File: config.mk
export PLATFORM = sky130hd
export DESIGN_NAME = fault_escalation_ctrl
export DESIGN_NICKNAME = d
export VERILOG_FILES = /design/src/rtl/fault_ctrl_pkg.sv /design/src/rtl/fault_route.sv /design/src/rtl/fault_status.sv /design/src/rtl/lockup_fsm.sv /design/src/rtl/fault_escalation_ctrl.sv
export SDC_FILE = /design/constraint.sdc
export NUM_CORES = 1
export LEC_CHECK = 0
export BUFFER_PORTS_ARGS = -buffer_cell sky130_fd_sc_hd__buf_2
export CORE_ASPECT_RATIO = 1.2
export CORE_MARGIN = 4
export CORE_UTILIZATION = 35
export DETAILED_ROUTE_END_ITERATION = 8
export PLACE_DENSITY = 0.62
export SLEW_MARGIN = 20
export SYNTH_ARGS = -nofsm -noshare
export SYNTH_HDL_FRONTEND = slang
export SYNTH_SLANG_ARGS = --single-unit
File: constraint.sdc
create_clock -name clk -period 4.5 [get_ports clk]
set_clock_uncertainty 0.1 [all_clocks]
set_input_delay 0.225 -clock clk [delete_from_list [all_inputs] [get_ports clk]]
set_output_delay 0.225 -clock clk [all_outputs]
set_load 0.005 [all_outputs]
File: src/rtl/fault_ctrl_pkg.sv
package fault_ctrl_pkg;
  typedef enum logic [1:0] {
    CTX_THREAD = 2'd0,
    CTX_CFG    = 2'd1,
    CTX_HARD   = 2'd2,
    CTX_NMI    = 2'd3
  } exec_ctx_e;

  typedef enum logic [2:0] {
    HSEL_NONE  = 3'd0,
    HSEL_MEM   = 3'd1,
    HSEL_BUS   = 3'd2,
    HSEL_USAGE = 3'd3,
    HSEL_HARD  = 3'd4
  } hsel_e;

  localparam int NUM_STAT = 4;
  localparam logic [1:0] WSEL_HARD  = 2'd0;
  localparam logic [1:0] WSEL_MEM   = 2'd1;
  localparam logic [1:0] WSEL_BUS   = 2'd2;
  localparam logic [1:0] WSEL_USAGE = 2'd3;
endpackage

File: src/rtl/fault_route.sv
module fault_route
  import fault_ctrl_pkg::*;
(
  input  exec_ctx_e ctx,
  input  logic      mm_en,
  input  logic      bus_en,
  input  logic      usage_en,
  input  logic      hard_evt,
  input  logic      mm_evt,
  input  logic      bus_evt,
  input  logic      bus_stk,
  input  logic      usage_evt,
  output logic      route_disp,
  output logic      route_lock,
  output hsel_e     route_sel,
  output logic      route_esc,
  output logic      route_stk
);
  logic any_evt, in_fixed, mm_esc, bus_esc, usage_esc, to_hard;

  always_comb begin
    any_evt   = hard_evt | mm_evt | bus_evt | usage_evt;
    in_fixed  = (ctx == CTX_HARD) || (ctx == CTX_NMI);
    mm_esc    = mm_evt & ~mm_en;
    bus_esc   = bus_evt & ~bus_en & ~bus_stk;
    usage_esc = usage_evt & ~usage_en;
    route_esc = mm_esc | bus_esc | usage_esc;
    to_hard   = hard_evt | route_esc;

    route_lock = any_evt & in_fixed;
    route_disp = any_evt & ~in_fixed;

    if (to_hard)        route_sel = HSEL_HARD;
    else if (mm_evt)    route_sel = HSEL_MEM;
    else if (bus_evt)   route_sel = HSEL_BUS;
    else if (usage_evt) route_sel = HSEL_USAGE;
    else                route_sel = HSEL_NONE;
    if (!route_disp) route_sel = HSEL_NONE;

    route_stk = route_disp && (route_sel == HSEL_BUS) && bus_stk;
  end
endmodule

File: src/rtl/fault_status.sv
module fault_status
  import fault_ctrl_pkg::*;
#(
  parameter int CAUSE_W = 4,
  parameter int ADDR_W  = 32,
  localparam int STAT_W = CAUSE_W + 2
) (
  input  logic               clk,
  input  logic               rst_n,
  input  logic               hard_evt,
  input  logic               esc_evt,
  input  logic               mm_evt,
  input  logic [CAUSE_W-1:0] mm_cause,
  input  logic [ADDR_W-1:0]  mm_addr_in,
  input  logic               bus_evt,
  input  logic               bus_stk,
  input  logic [CAUSE_W-1:0] bus_cause,
  input  logic [ADDR_W-1:0]  bus_addr_in,
  input  logic               usage_evt,
  input  logic [CAUSE_W-1:0] usage_cause,
  input  logic               wr_en,
  input  logic [1:0]         wr_sel,
  input  logic [STAT_W-1:0]  wr_data,
  output logic [STAT_W-1:0]  hard_stat,
  output logic [STAT_W-1:0]  mm_stat,
  output logic [STAT_W-1:0]  bus_stat,
  output logic [STAT_W-1:0]  usage_stat,
  output logic [ADDR_W-1:0]  mm_addr,
  output logic [ADDR_W-1:0]  bus_addr
);
  localparam int VLD_BIT = STAT_W - 1;
  localparam int AUX_BIT = CAUSE_W;
  localparam int NUM_CAP = 2;

  logic [STAT_W-1:0] stat_q   [NUM_STAT];
  logic [STAT_W-1:0] stat_set [NUM_STAT];
  logic [STAT_W-1:0] stat_clr [NUM_STAT];

  always_comb begin
    stat_set[0] = '0;
    stat_set[0][0] = hard_evt;
    stat_set[0][1] = esc_evt;

    stat_set[1] = '0;
    stat_set[1][CAUSE_W-1:0] = mm_evt ? mm_cause : '0;
    stat_set[1][VLD_BIT] = mm_evt;

    stat_set[2] = '0;
    stat_set[2][CAUSE_W-1:0] = bus_evt ? bus_cause : '0;
    stat_set[2][AUX_BIT] = bus_evt & bus_stk;
    stat_set[2][VLD_BIT] = bus_evt;

    stat_set[3] = '0;
    stat_set[3][CAUSE_W-1:0] = usage_evt ? usage_cause : '0;
  end

  for (genvar k = 0; k < NUM_STAT; k++) begin : g_stat
    assign stat_clr[k] = (wr_en && (wr_sel == 2'(k))) ? wr_data : '0;

    always_ff @(posedge clk or negedge rst_n) begin
      if (!rst_n) stat_q[k] <= '0;
      else        stat_q[k] <= (stat_q[k] & ~stat_clr[k]) | stat_set[k];
    end


    sticky_chk: assert property (@(posedge clk) disable iff (!rst_n)
      (stat_clr[k] == '0) |=> ((stat_q[k] & $past(stat_q[k])) == $past(stat_q[k])));
  end

  logic              cap_evt  [NUM_CAP];
  logic [ADDR_W-1:0] cap_in   [NUM_CAP];
  logic [ADDR_W-1:0] cap_q    [NUM_CAP];
  logic              cap_open [NUM_CAP];

  assign cap_evt[0] = mm_evt;
  assign cap_evt[1] = bus_evt;
  assign cap_in[0]  = mm_addr_in;
  assign cap_in[1]  = bus_addr_in;

  for (genvar c = 0; c < NUM_CAP; c++) begin : g_cap
    assign cap_open[c] = ~stat_q[c+1][VLD_BIT] | stat_clr[c+1][VLD_BIT];

    always_ff @(posedge clk or negedge rst_n) begin
      if (!rst_n)                       cap_q[c] <= '0;
      else if (cap_evt[c] && cap_open[c]) cap_q[c] <= cap_in[c];
    end


    addr_hold_chk: assert property (@(posedge clk) disable iff (!rst_n)
      (stat_q[c+1][VLD_BIT] && !stat_clr[c+1][VLD_BIT]) |=> (cap_q[c] == $past(cap_q[c])));
  end

  assign hard_stat  = stat_q[0];
  assign mm_stat    = stat_q[1];
  assign bus_stat   = stat_q[2];
  assign usage_stat = stat_q[3];
  assign mm_addr    = cap_q[0];
  assign bus_addr   = cap_q[1];
endmodule

File: src/rtl/lockup_fsm.sv
module lockup_fsm (
  input  logic clk,
  input  logic rst_n,
  input  logic enter,
  input  logic enter_from_nmi,
  input  logic nmi_req,
  input  logic dbg_halt_req,
  output logic lockup
);
  typedef enum logic [1:0] {LK_RUN, LK_HELD, LK_HELD_NMI} lk_state_e;
  lk_state_e st_q, st_d;

  always_comb begin
    st_d = st_q;
    case (st_q)
      LK_RUN:      if (enter) st_d = enter_from_nmi ? LK_HELD_NMI : LK_HELD;
      LK_HELD:     if (dbg_halt_req || nmi_req) st_d = LK_RUN;
      LK_HELD_NMI: if (dbg_halt_req) st_d = LK_RUN;
      default:     st_d = LK_RUN;
    endcase
  end

  always_ff @(posedge clk or negedge rst_n) begin
    if (!rst_n) st_q <= LK_RUN;
    else        st_q <= st_d;
  end

  assign lockup = (st_q != LK_RUN);


  nmi_keep_chk: assert property (@(posedge clk) disable iff (!rst_n)
    (st_q == LK_HELD_NMI && nmi_req && !dbg_halt_req) |=> lockup);


  dbg_exit_chk: assert property (@(posedge clk) disable iff (!rst_n)
    (lockup && dbg_halt_req) |=> !lockup);
endmodule

File: src/rtl/fault_escalation_ctrl.sv
module fault_escalation_ctrl
  import fault_ctrl_pkg::*;
#(
  parameter int CAUSE_W = 4,
  parameter int ADDR_W  = 32
) (
  input  logic               clk,
  input  logic               rst_n,
  input  logic [1:0]         ctx,
  input  logic               mm_en,
  input  logic               bus_en,
  input  logic               usage_en,
  input  logic               hard_evt,
  input  logic               mm_evt,
  input  logic [CAUSE_W-1:0] mm_cause,
  input  logic [ADDR_W-1:0]  mm_addr_in,
  input  logic               bus_evt,
  input  logic               bus_stk,
  input  logic [CAUSE_W-1:0] bus_cause,
  input  logic [ADDR_W-1:0]  bus_addr_in,
  input  logic               usage_evt,
  input  logic [CAUSE_W-1:0] usage_cause,
  input  logic               nmi_req,
  input  logic               dbg_halt_req,
  input  logic               wr_en,
  input  logic [1:0]         wr_sel,
  input  logic [CAUSE_W+1:0] wr_data,
  output logic               disp_strobe,
  output logic [2:0]         disp_sel,
  output logic               disp_stk_err,
  output logic               lockup,
  output logic               halt,
  output logic [CAUSE_W+1:0] hard_stat,
  output logic [CAUSE_W+1:0] mm_stat,
  output logic [ADDR_W-1:0]  mm_addr,
  output logic [CAUSE_W+1:0] bus_stat,
  output logic [ADDR_W-1:0]  bus_addr,
  output logic [CAUSE_W+1:0] usage_stat
);
  logic g_hard, g_mm, g_bus, g_usage, g_stk;
  logic route_disp, route_lock, route_esc, route_stk;
  hsel_e route_sel;

  assign g_hard  = hard_evt  & ~lockup;
  assign g_mm    = mm_evt    & ~lockup;
  assign g_bus   = bus_evt   & ~lockup;
  assign g_usage = usage_evt & ~lockup;
  assign g_stk   = bus_stk   & g_bus;

  fault_route u_route (
    .ctx        (exec_ctx_e'(ctx)),
    .mm_en      (mm_en),
    .bus_en     (bus_en),
    .usage_en   (usage_en),
    .hard_evt   (g_hard),
    .mm_evt     (g_mm),
    .bus_evt    (g_bus),
    .bus_stk    (g_stk),
    .usage_evt  (g_usage),
    .route_disp (route_disp),
    .route_lock (route_lock),
    .route_sel  (route_sel),
    .route_esc  (route_esc),
    .route_stk  (route_stk)
  );

  fault_status #(.CAUSE_W(CAUSE_W), .ADDR_W(ADDR_W)) u_status (
    .clk         (clk),
    .rst_n       (rst_n),
    .hard_evt    (g_hard),
    .esc_evt     (route_esc),
    .mm_evt      (g_mm),
    .mm_cause    (mm_cause),
    .mm_addr_in  (mm_addr_in),
    .bus_evt     (g_bus),
    .bus_stk     (g_stk),
    .bus_cause   (bus_cause),
    .bus_addr_in (bus_addr_in),
    .usage_evt   (g_usage),
    .usage_cause (usage_cause),
    .wr_en       (wr_en),
    .wr_sel      (wr_sel),
    .wr_data     (wr_data),
    .hard_stat   (hard_stat),
    .mm_stat     (mm_stat),
    .bus_stat    (bus_stat),
    .usage_stat  (usage_stat),
    .mm_addr     (mm_addr),
    .bus_addr    (bus_addr)
  );

  lockup_fsm u_lock (
    .clk            (clk),
    .rst_n          (rst_n),
    .enter          (route_lock),
    .enter_from_nmi (exec_ctx_e'(ctx) == CTX_NMI),
    .nmi_req        (nmi_req),
    .dbg_halt_req   (dbg_halt_req),
    .lockup         (lockup)
  );

  always_ff @(posedge clk or negedge rst_n) begin
    if (!rst_n) begin
      disp_strobe  <= 1'b0;
      disp_sel     <= HSEL_NONE;
      disp_stk_err <= 1'b0;
    end else begin
      disp_strobe  <= route_disp;
      disp_sel     <= route_sel;
      disp_stk_err <= route_stk;
    end
  end

  assign halt = lockup;


  lock_nodisp_chk: assert property (@(posedge clk) disable iff (!rst_n)
    lockup |-> !disp_strobe);


  disp_code_chk: assert property (@(posedge clk) disable iff (!rst_n)
    disp_strobe == (disp_sel != HSEL_NONE));


  stk_flag_chk: assert property (@(posedge clk) disable iff (!rst_n)
    disp_stk_err |-> (disp_strobe && disp_sel == HSEL_BUS));


  lock_quiet_chk: assert property (@(posedge clk) disable iff (!rst_n)
    (lockup && !wr_en) |=> ($stable(mm_stat) && $stable(bus_stat) && $stable(mm_addr)));
endmodule

==> results.json, run 1 <==
{
  "outcome": "finished clean",
  "synthFlopType": "dfrtp_1",
  "peakVddDrop_mv": 0.2492,
  "worstPathRequired_ns": 4.62,
  "seqPwrFrac_pct": 45.7,
  "p_leak_nw": 2.559,
  "n_antenna_cell": 0,
  "hpwl_um": 6852,
  "first_iter_violations": 48,
  "drc_errors": 0,
  "clock_path_buffers": 2,
  "min_to": "u_status.bus_addr[23]",
  "p_clk_share_pct": 27.0,
  "first_global_vias": 2995,
  "power.total_mw": 2.864,
  "clkLatencyLatePin_ns": 0.33,
  "synth_area_leaders": "dfrtp_1 (64%), mux2_2 (18%), a22o_1 (2.6%)",
  "path_max_fanout": 32,
  "dr.pass1.iters": 4,
  "p_sw_mw": 0.7653,
  "die_x_um": 101.9,
  "dieArea_sq_um": 12300,
  "antenna_found_initial": 0,
  "tritoncts": "yes",
  "min_path_cells": 2,
  "yosysUniqueCellTypes": 32,
  "nets": 556,
  "gr-total-overflow": 0,
  "async_flop_share_pct": 100.0,
  "setup_tns_ns": 0,
  "path_class": "flip-flop to flip-flop",
  "crit-reg2reg-launch": "u_lock.st_q[1]",
  "clockRootBuffer": "clkbuf_16",
  "routed_via_density": 4.760,
  "synth_edf_count": 0,
  "clk_pin_slew_ns": 0.07,
  "synth-seq-cells": 95,
  "yosys_warnings": 0,
  "p_comb_share_pct": 27.4,
  "final_common_cell": "buf_2",
  "syn_inst": 246,
  "final_cell_mix": "buf_2 (192), dfrtp_1 (95), mux2_2 (59)",
  "clock_sinks": 95,
  "grt.total_usage_pct": 15.13,
  "maxCapViolations": 0,
  "holdWs_ns": 0.01341,
  "ant_nets": 0,
  "hold_start": "bus_addr_in[23]",
  "cts-resized-gates": 0,
  "synth-seq-area-share_pct": 64.17,
  "drt-total-wl_um": 9029,
  "hold_viol": 0,
  "fp.dieH_um": 120.7,
  "critical_path_arrival_ns": 2.44,
  "htree_levels": 3,
  "post_cts_buffers": 0,
  "maxSlewViolCount": 0,
  "hold_class": "primary input to flip-flop",
  "intPower_mw": 2.099,
  "gp_congestion": 0.7575,
  "syn-num-nets": 345,
  "slew_headroom_pct": 32.65,
  "fin_crit_sh_pct": 51.58,
  "drive_gt1_share_pct": 59.31,
  "grt_pass1_wl_um": 14430,
  "finalCriticalPeriod_ns": 2.321,
  "areaGrowthSynthToFinish_pct": 40.76,
  "layout.cells.non_filler": 588,
  "avgSynthCellArea_sq_um": 15.06,
  "finalSetupViolCount": 0,
  "ios": 194,
  "critPathCaptureType": "flip-flop",
  "synth_area_leader_cell": "dfrtp_1",
  "r2r-end": "u_status.mm_addr[28]",
  "netlist_area_sq_um": 3705,
  "via_count": 2799,
  "ctsHoldBuffers": 14,
  "numCtsBuffers": 9,
  "swShare_pct": 26.72,
  "core_area_sq_um": 10160,
  "num_rows": 40,
  "io_buffers": 193,
  "grt_max_degree": 50,
  "worst_r2r_path_depth": 3,
  "avgRoutedWirePerCell_um": 15.36,
  "fmax_ghz": 0.4309,
  "start_util_pct": 36.47,
  "regToRegSetupSlack_ns": 2.18,
  "placed_cells": 557,
  "cp-start-kind": "flip-flop",
  "rsz0062_at_grt": "no",
  "p_per_area_nw_per_um2": 549.2,
  "synth_top_area_share_pct": 64.17,
  "worstMarginPinSlew_ns": 1.008
}
## power groups by stage
stage	Sequential, mW	Combinational, mW	Clock, mW
floorplan	1.36	0.318	0
global placement	1.31	0.777	0
detailed placement	1.32	0.797	0
CTS	1.31	0.806	0.802
global route	1.35	0.874	0.835
finish	1.31	0.784	0.773
## per-layer routing
| layer | GRT usage [%] | share of wire, % | up-vias |
|---|---|---|---|
| met4 | 6.973 | 2.2 | 0 |
| li1 | - | - | 1311 |
| met2 | 23.90 | 47 | 130 |
| met1 | 17.82 | 39 | 1344 |
| met3 | 6.290 | 12 | 14 |
| met5 | 0 | 0 | - |
## logic make-up (layout without fill, tap and decap cells)
group,Yosys count,count (layout),synth area share [%]
simple gates,43,43,6.147
buf+inv,13,229,2.634
flops,95,95,64.17
compound gates,30,30,7.328
mux,65,65,19.72
## per-stage QoR
step	instance area (sq um)	utilization (%)	worst slack, ns
2_1_floorplan	3705	-	2.745
3_3_place_gp	4756	46.81	2.181
3_5_place_dp	4756	46.81	2.144
4_1_cts	5205	51.23	2.137
5_1_grt	5215	51.33	2.043
6_report	5215	51.33	2.179
## state kept, by name, summed over array words and instances, names as in the netlist
register             cells
u_lock.st_q              2
disp_strobe              1
u_status.hard_stat       6
u_status.bus_addr       32
u_status.usage_stat      6
u_status.bus_stat        6
u_status.mm_addr        32
u_status.mm_stat         6
disp_stk_err             1
disp_sel                 3
## critical path: stages (launching register included)
cell	delay [ns]
dfrtp_1	0.43
or3b_1	0.45
a21oi_4	0.78
mux2_2	0.43
## layout make-up
| class | count | area [sq um] |
|---|---|---|
| sequential | 95 | 2377 |
| tap | 126 | 157.7 |
| inverter | 4 | 15.01 |
| clock inverter | 5 | 56.30 |
| clock buffer | 11 | 252.7 |
| fill | 926 | 4945 |
| timing repair buffer | 209 | 1126 |
| multi-input combinational | 138 | 1230 |
## worst max-delay path by stage
| stage | end | cells past startpoint | startpoint | slack, ns |
|---|---|---|---|---|
| 2_1_floorplan | u_status.bus_addr[10] | 4 | u_lock.st_q[1] | 2.75 |
| 3_3_place_gp | u_status.mm_addr[11] | 3 | u_lock.st_q[1] | 2.18 |
| 3_5_place_dp | u_status.bus_addr[5] | 3 | u_lock.st_q[1] | 2.14 |
| 4_1_cts | u_status.bus_addr[26] | 3 | u_lock.st_q[1] | 2.14 |
| 5_1_grt | u_status.bus_addr[26] | 3 | u_lock.st_q[1] | 2.04 |
| 6_report | u_status.mm_addr[28] | 3 | u_lock.st_q[1] | 2.18 |
## cell usage after synthesis (2+ instances only)
master    number
or3b_1         2
nand3_1        2
dfrtp_1       95
nor3_1         3
buf_6          6
clkbuf_1       2
nand2b_1       2
a21oi_4        2
and3b_1        2
a21boi_0       7
nand2_1       20
a32o_1         4
nor2_1         4
nand4b_1       2
mux2_2        59
mux2_1         5
inv_1          4
a22o_1        11
Power figures use the tool's default switching activity.
==> run 2, diff against run 1 <==
Settings changed: ABC_AREA from default to 1, PLACE_DENSITY 0.62 to 0.63.
Clock period 4.5 ns to 2.01 ns, I/O delays scaled along.
==> results.json, run 2 <==
{
  "drc_errors": 0,
  "critical_path_arrival_ns": 2.06,
  "clk_pin_slew_ns": 0.06,
  "clkLatencyLatePin_ns": 0.34,
  "peakVddDrop_mv": 0.4617,
  "place_area_sq_um": 4960,
  "maxSlewViolCount": 0,
  "gp_congestion": 0.8398,
  "crit_family": "buffers and inverters",
  "gr-total-overflow": 0,
  "netlist_area_sq_um": 3905,
  "p_clk_share_pct": 25.6,
  "crit_cells": 7,
  "finalCriticalPeriod_ns": 1.888,
  "hold_viol": 0,
  "first_iter_violations": 152,
  "areaGrowthSynthToFinish_pct": 57.67,
  "min_path_cells": 3,
  "p_per_area_nw_per_um2": 1101,
  "synthFlopType": "dfrtp_1",
  "avgRoutedWirePerCell_um": 14.14,
  "die_x_um": 104.4,
  "worst_r2r_path_depth": 7,
  "worstMarginPinSlew_ns": 0.4436,
  "max_stage_delay_ns": 0.56,
  "fmax_ghz": 0.5296,
  "synth.most_common_cell": "nand2_1",
  "swShare_pct": 32.09,
  "yosys_warnings": 0,
  "final_common_cell": "buf_2",
  "routed_via_density": 4.723,
  "synth-seq-area-share_pct": 60.88,
  "num_rows": 42,
  "async_flop_share_pct": 100.0,
  "maxCapViolations": 0,
  "syn_inst": 427,
  "fp.dieH_um": 123.7,
  "io_buffers": 193,
  "ios": 194,
  "grt.total_usage_pct": 18.23,
  "clockRootBuffer": "clkbuf_16",
  "grt_pass1_wl_um": 18840,
  "hold_class": "primary input to flip-flop",
  "numCtsBuffers": 9,
  "intPower_mw": 4.605,
  "worstPathRequired_ns": 2.19,
  "setup_tns_ns": 0,
  "yosysUniqueCellTypes": 21,
  "cp-start-kind": "primary input",
  "final_cell_mix": "buf_2 (192), nand2_1 (166), dfrtp_1 (95)",
  "nets": 806,
  "synth_area_leaders": "dfrtp_1 (61%), nand2_1 (16%), nand3_1 (9.4%)",
  "critPathCaptureType": "flip-flop",
  "path_max_fanout": 1,
  "path_common_cell": "dlygate4sd3_1",
  "tritoncts": "yes",
  "nFillCells": 956,
  "rsz0062_at_grt": "no",
  "cpMaxStageDelayCell": "dlygate4sd3_1",
  "syn-num-nets": 526,
  "hpwl_um": 8001,
  "crit_chain": "dlygate4sd3_1 > buf_2 > nor2_1 > dlygate4sd3_1 > nand3_1 > nand2_1 > dlygate4sd3_1",
  "p_leak_nw": 3.418,
  "start_util_pct": 35.55,
  "dr.pass1.iters": 4,
  "ant_nets": 0,
  "synth_area_leader_cell": "dfrtp_1",
  "finalSetupViolCount": 0,
  "clock_path_buffers": 2,
  "outcome": "finished clean",
  "clock_sinks": 95,
  "drive_gt1_share_pct": 32.02,
  "htree_levels": 3,
  "via_count": 3986,
  "synth_top_area_share_pct": 60.88,
  "antenna_found_initial": 0,
  "p_comb_share_pct": 30.1,
  "drt-total-wl_um": 11930,
  "n_antenna_cell": 0,
  "path_class": "primary input to flip-flop",
  "core_area_sq_um": 10980,
  "crit_buf_inv": 4,
  "seqPwrFrac_pct": 44.2,
  "final_area_sq_um": 6157,
  "synth_edf_count": 0,
  "first_global_vias": 3880,
  "slew_headroom_pct": 70.43,
  "dieArea_sq_um": 12920,
  "grt_max_degree": 40,
  "power.total_mw": 6.781,
  "avgSynthCellArea_sq_um": 9.145,
  "p_sw_mw": 2.176,
  "synth.top_cells.by_count": "nand2_1 (166), dfrtp_1 (95), nand3_1 (73)",
  "synth-seq-cells": 95,
  "fin_crit_sh_pct": 93.94
}
## run 2: cell count changes after synthesis, moves of 7 or more
cell / delta
nand3_1: +71
a21boi_0: -7
a22o_1: -11
nand2_1: +146
mux2_2: -59
buf_2: +7
inv_1: +19
o21ai_0: +22
## run 2: metal layers
metal / part of all wire (%) / GRT usage (%) / up-vias
met5: 0 / 0 / -
met4: 4.6 / 10.97 / 0
met3: 7.2 / 4.406 / 39
met2: 49 / 29.97 / 183
met1: 39 / 21.89 / 1843
li1: - / - / 1921
## run 2: final timing paths
path / start / slack [ns] / end
min in group asynchronous: rst_n / 0.14 / u_status.mm_addr[8]
worst min-delay path: bus_evt / 0.03 / u_status.bus_stat[5]
max in group asynchronous: rst_n / 0.98 / u_lock.st_q[0]
worst min register to register: u_status.mm_addr[28] / 0.37 / u_status.mm_addr[28]
worst max register to register: u_lock.st_q[1] / 0.14 / u_lock.st_q[1]
worst max-delay path: nmi_req / 0.12 / u_lock.st_q[0]
## run 2: timing repair
| item | 4_1_cts | 5_1_grt |
|---|---|---|
| gates resized for setup | 0 | 2 |
| setup endpoints to repair | 0 | 2 |
| hold endpoints to repair | 147 | 0 |
| hold buffers | 88 | 0 |
| setup buffers | 0 | 0 |
## run 2: cell type report
class	count	area (sq um)	share of cell area (%)
clock buffer	10	239.0	3.881
clock inverter	6	68.82	1.118
inverter	25	93.84	1.524
multi-input combinational	286	1280	20.79
sequential	95	2377	38.61
tap	132	165.2	2.682
timing repair buffer	290	1933	31.40
## run 2: power by group through the flow
stage                     Sequential, mW  Clock [mW]  Combinational (mW)
after floorplan                     3.06           0               0.797
after detailed placement            3.02           0                1.90
after CTS                           3.00        1.77                2.04
after global placement              3.02           0                1.85
after global routing                3.08        1.85                2.31
final                               3.00        1.74                2.04
## run 2: metrics by stage
stage / cells / hold WS (ns) / setup WS [ns] / utilization, %
2_1_floorplan: 427 / -0.2951 / 0.7075 / -
3_3_place_gp: 740 / -0.02800 / 0.4327 / 45.16
3_5_place_dp: 740 / -0.02381 / 0.3877 / 45.16
4_1_cts: 844 / 0.01487 / 0.1178 / 55.98
5_1_grt: 844 / 0.02893 / 0.03278 / 56.06
6_report: 844 / 0.02684 / 0.1219 / 56.06
## run 2: worst register-to-register path: cells and delay by family (launching register included)
kind,cells,cell delay (ns)
buffers and inverters,2,0.69
flip-flops,1,0.40
AO/OA/AOI/OAI,2,0.35
AND/OR/NAND/NOR,3,0.27
## run 2: logic make-up after synthesis
group | share of synthesized area [%]
simple gates | 28.04
flops | 60.88
compound gates | 4.614
buf+inv | 6.472
==> run 3, diff against run 2 <==
Settings changed: ABC_AREA 1 to 0, ABC_CLOCK_PERIOD_IN_PS from default to 2009, PLACE_DENSITY 0.63 to 0.64.
==> results.json, run 3 (synthesized netlist as in run 1, its figures left out) <==
{
  "ios": 194,
  "finalSetupViolCount": 0,
  "antenna_found_initial": 0,
  "fin_crit_sh_pct": 92.87,
  "hold_viol": 0,
  "ant_nets": 0,
  "routed_via_density": 4.644,
  "drive_gt1_share_pct": 51.10,
  "cpMaxStageDelayCell": "dlygate4sd3_1",
  "nets": 640,
  "gp_congestion": 0.7671,
  "crit_chain": "dlygate4sd3_1 > buf_2 > or3b_1 > a21oi_4 > buf_12 > mux2_2",
  "max_stage_delay_ns": 0.53,
  "io_buffers": 193,
  "outcome": "finished clean",
  "grt_max_degree": 50,
  "dr.pass1.iters": 4,
  "clkLatencyLatePin_ns": 0.33,
  "nFillCells": 794,
  "areaGrowthSynthToFinish_pct": 64.37,
  "clk_pin_slew_ns": 0.06,
  "worstPathRequired_ns": 2.13,
  "final_cell_mix": "buf_2 (192), dfrtp_1 (95), dlygate4sd3_1 (94)",
  "maxCapViolations": 0,
  "finalCriticalPeriod_ns": 1.867,
  "dieArea_sq_um": 12300,
  "crit_start": "mm_evt",
  "peakVddDrop_mv": 0.5111,
  "drc_errors": 0,
  "place_area_sq_um": 4831,
  "critPathCaptureType": "flip-flop",
  "p_per_area_nw_per_um2": 1090,
  "cp-start-kind": "primary input",
  "worst_r2r_path_depth": 4,
  "clock_sinks": 95,
  "min_path_cells": 3,
  "path_max_fanout": 32,
  "placed_cells": 562,
  "first_iter_violations": 88,
  "post_cts_buffers": 0,
  "final_common_cell": "buf_2",
  "grt.total_usage_pct": 17.20,
  "critical_path_arrival_ns": 1.98,
  "num_rows": 40,
  "grt_pass1_wl_um": 16460,
  "power.total_mw": 6.636,
  "path_class": "primary input to flip-flop",
  "final_area_sq_um": 6090,
  "fmax_ghz": 0.5357,
  "setup_tns_ns": 0,
  "n_antenna_cell": 0,
  "worstMarginPinSlew_ns": 0.7079,
  "layout.cells.non_filler": 672,
  "crit-reg2reg-launch": "u_lock.st_q[1]",
  "die_x_um": 101.9,
  "htree_levels": 3,
  "p_leak_nw": 2.926,
  "fp.dieH_um": 120.7,
  "hpwl_um": 6823,
  "drt-total-wl_um": 10460,
  "tritoncts": "yes",
  "first_global_vias": 3380,
  "avgRoutedWirePerCell_um": 15.57,
  "final_util_pct": 59.94,
  "slew_headroom_pct": 52.70,
  "maxSlewViolCount": 0,
  "clock_path_buffers": 2,
  "core_area_sq_um": 10160,
  "via_count": 3121,
  "start_util_pct": 36.47,
  "clockRootBuffer": "clkbuf_16",
  "hold_start": "usage_en",
  "hold_class": "primary input to flip-flop",
  "gr-total-overflow": 0,
  "rsz0062_at_grt": "no",
  "numCtsBuffers": 9
}
==> run 3: changes by cell type in the layout (fill, tap and decap cells not counted), moves of 6 or more <==
cell	delta
a21boi_0	+7
a22o_1	+11
dlygate4sd3_1	+6
inv_1	-19
mux2_2	+59
nand2_1	-146
nand3_1	-71
o21ai_0	-22
==> run 3: power by group <==
part / internal (mW) / leakage [nW] / switching, mW
Sequential: 2.61 / 1.12 / 0.339
Clock: 1.07 / 0.155 / 0.692
Combinational: 1.19 / 1.65 / 0.740
Total: 4.86 / 2.93 / 1.77
==> run 3: timing repair <==
action                    in CTS  in global routing
hold endpoints to repair     187                  0
gates resized for setup        0                  0
hold buffers                  94                  0
==> run 3: final cells by class <==
| type | count | area [sq um] | area share (%) |
|---|---|---|---|
| clock buffers | 12 | 266.5 | 4.376 |
| well taps | 126 | 157.7 | 2.589 |
| flip-flops and latches | 95 | 2377 | 39.04 |
| inverters | 4 | 15.01 | 0.2466 |
| multi-input cells | 138 | 1230 | 20.20 |
| clock inverters | 4 | 51.30 | 0.8424 |
| repair buffers | 293 | 1992 | 32.71 |
==> run 3: worst paths after layout <==
check | end | slack, ns
max | u_status.mm_addr[3] | 0.14
min | disp_sel[1] | 0.04
max reg2reg | u_status.mm_addr[3] | 0.16
min reg2reg | u_status.bus_addr[22] | 0.39
max in group asynchronous | u_status.hard_stat[5] | 1.08
min in group asynchronous | u_status.bus_addr[9] | 0.09
==> run 3: metal layers <==
metal	track usage, %	up-vias	share of wire (%)
li1	-	1468	-
met1	18.39	1495	37
met2	30.89	137	51
met3	5.366	21	9.6
met4	7.055	0	2.3
met5	0	-	0
==> run 3: stage by stage <==
stage                     worst slack [ns]  hold WS [ns]
final                               0.1433       0.04428
after global routing                0.1042       0.04066
after CTS                           0.1414       0.02602
after detailed placement            0.1635      -0.08442
after global placement              0.2003      -0.08842
after floorplan                     0.2555       -0.2951
==> run 3: worst max-delay path, delay by kind of cell <==
family	cells	cell delay, ns
buf+inv	3	0.93
compound gates	1	0.16
simple gates	1	0.43
mux	1	0.36
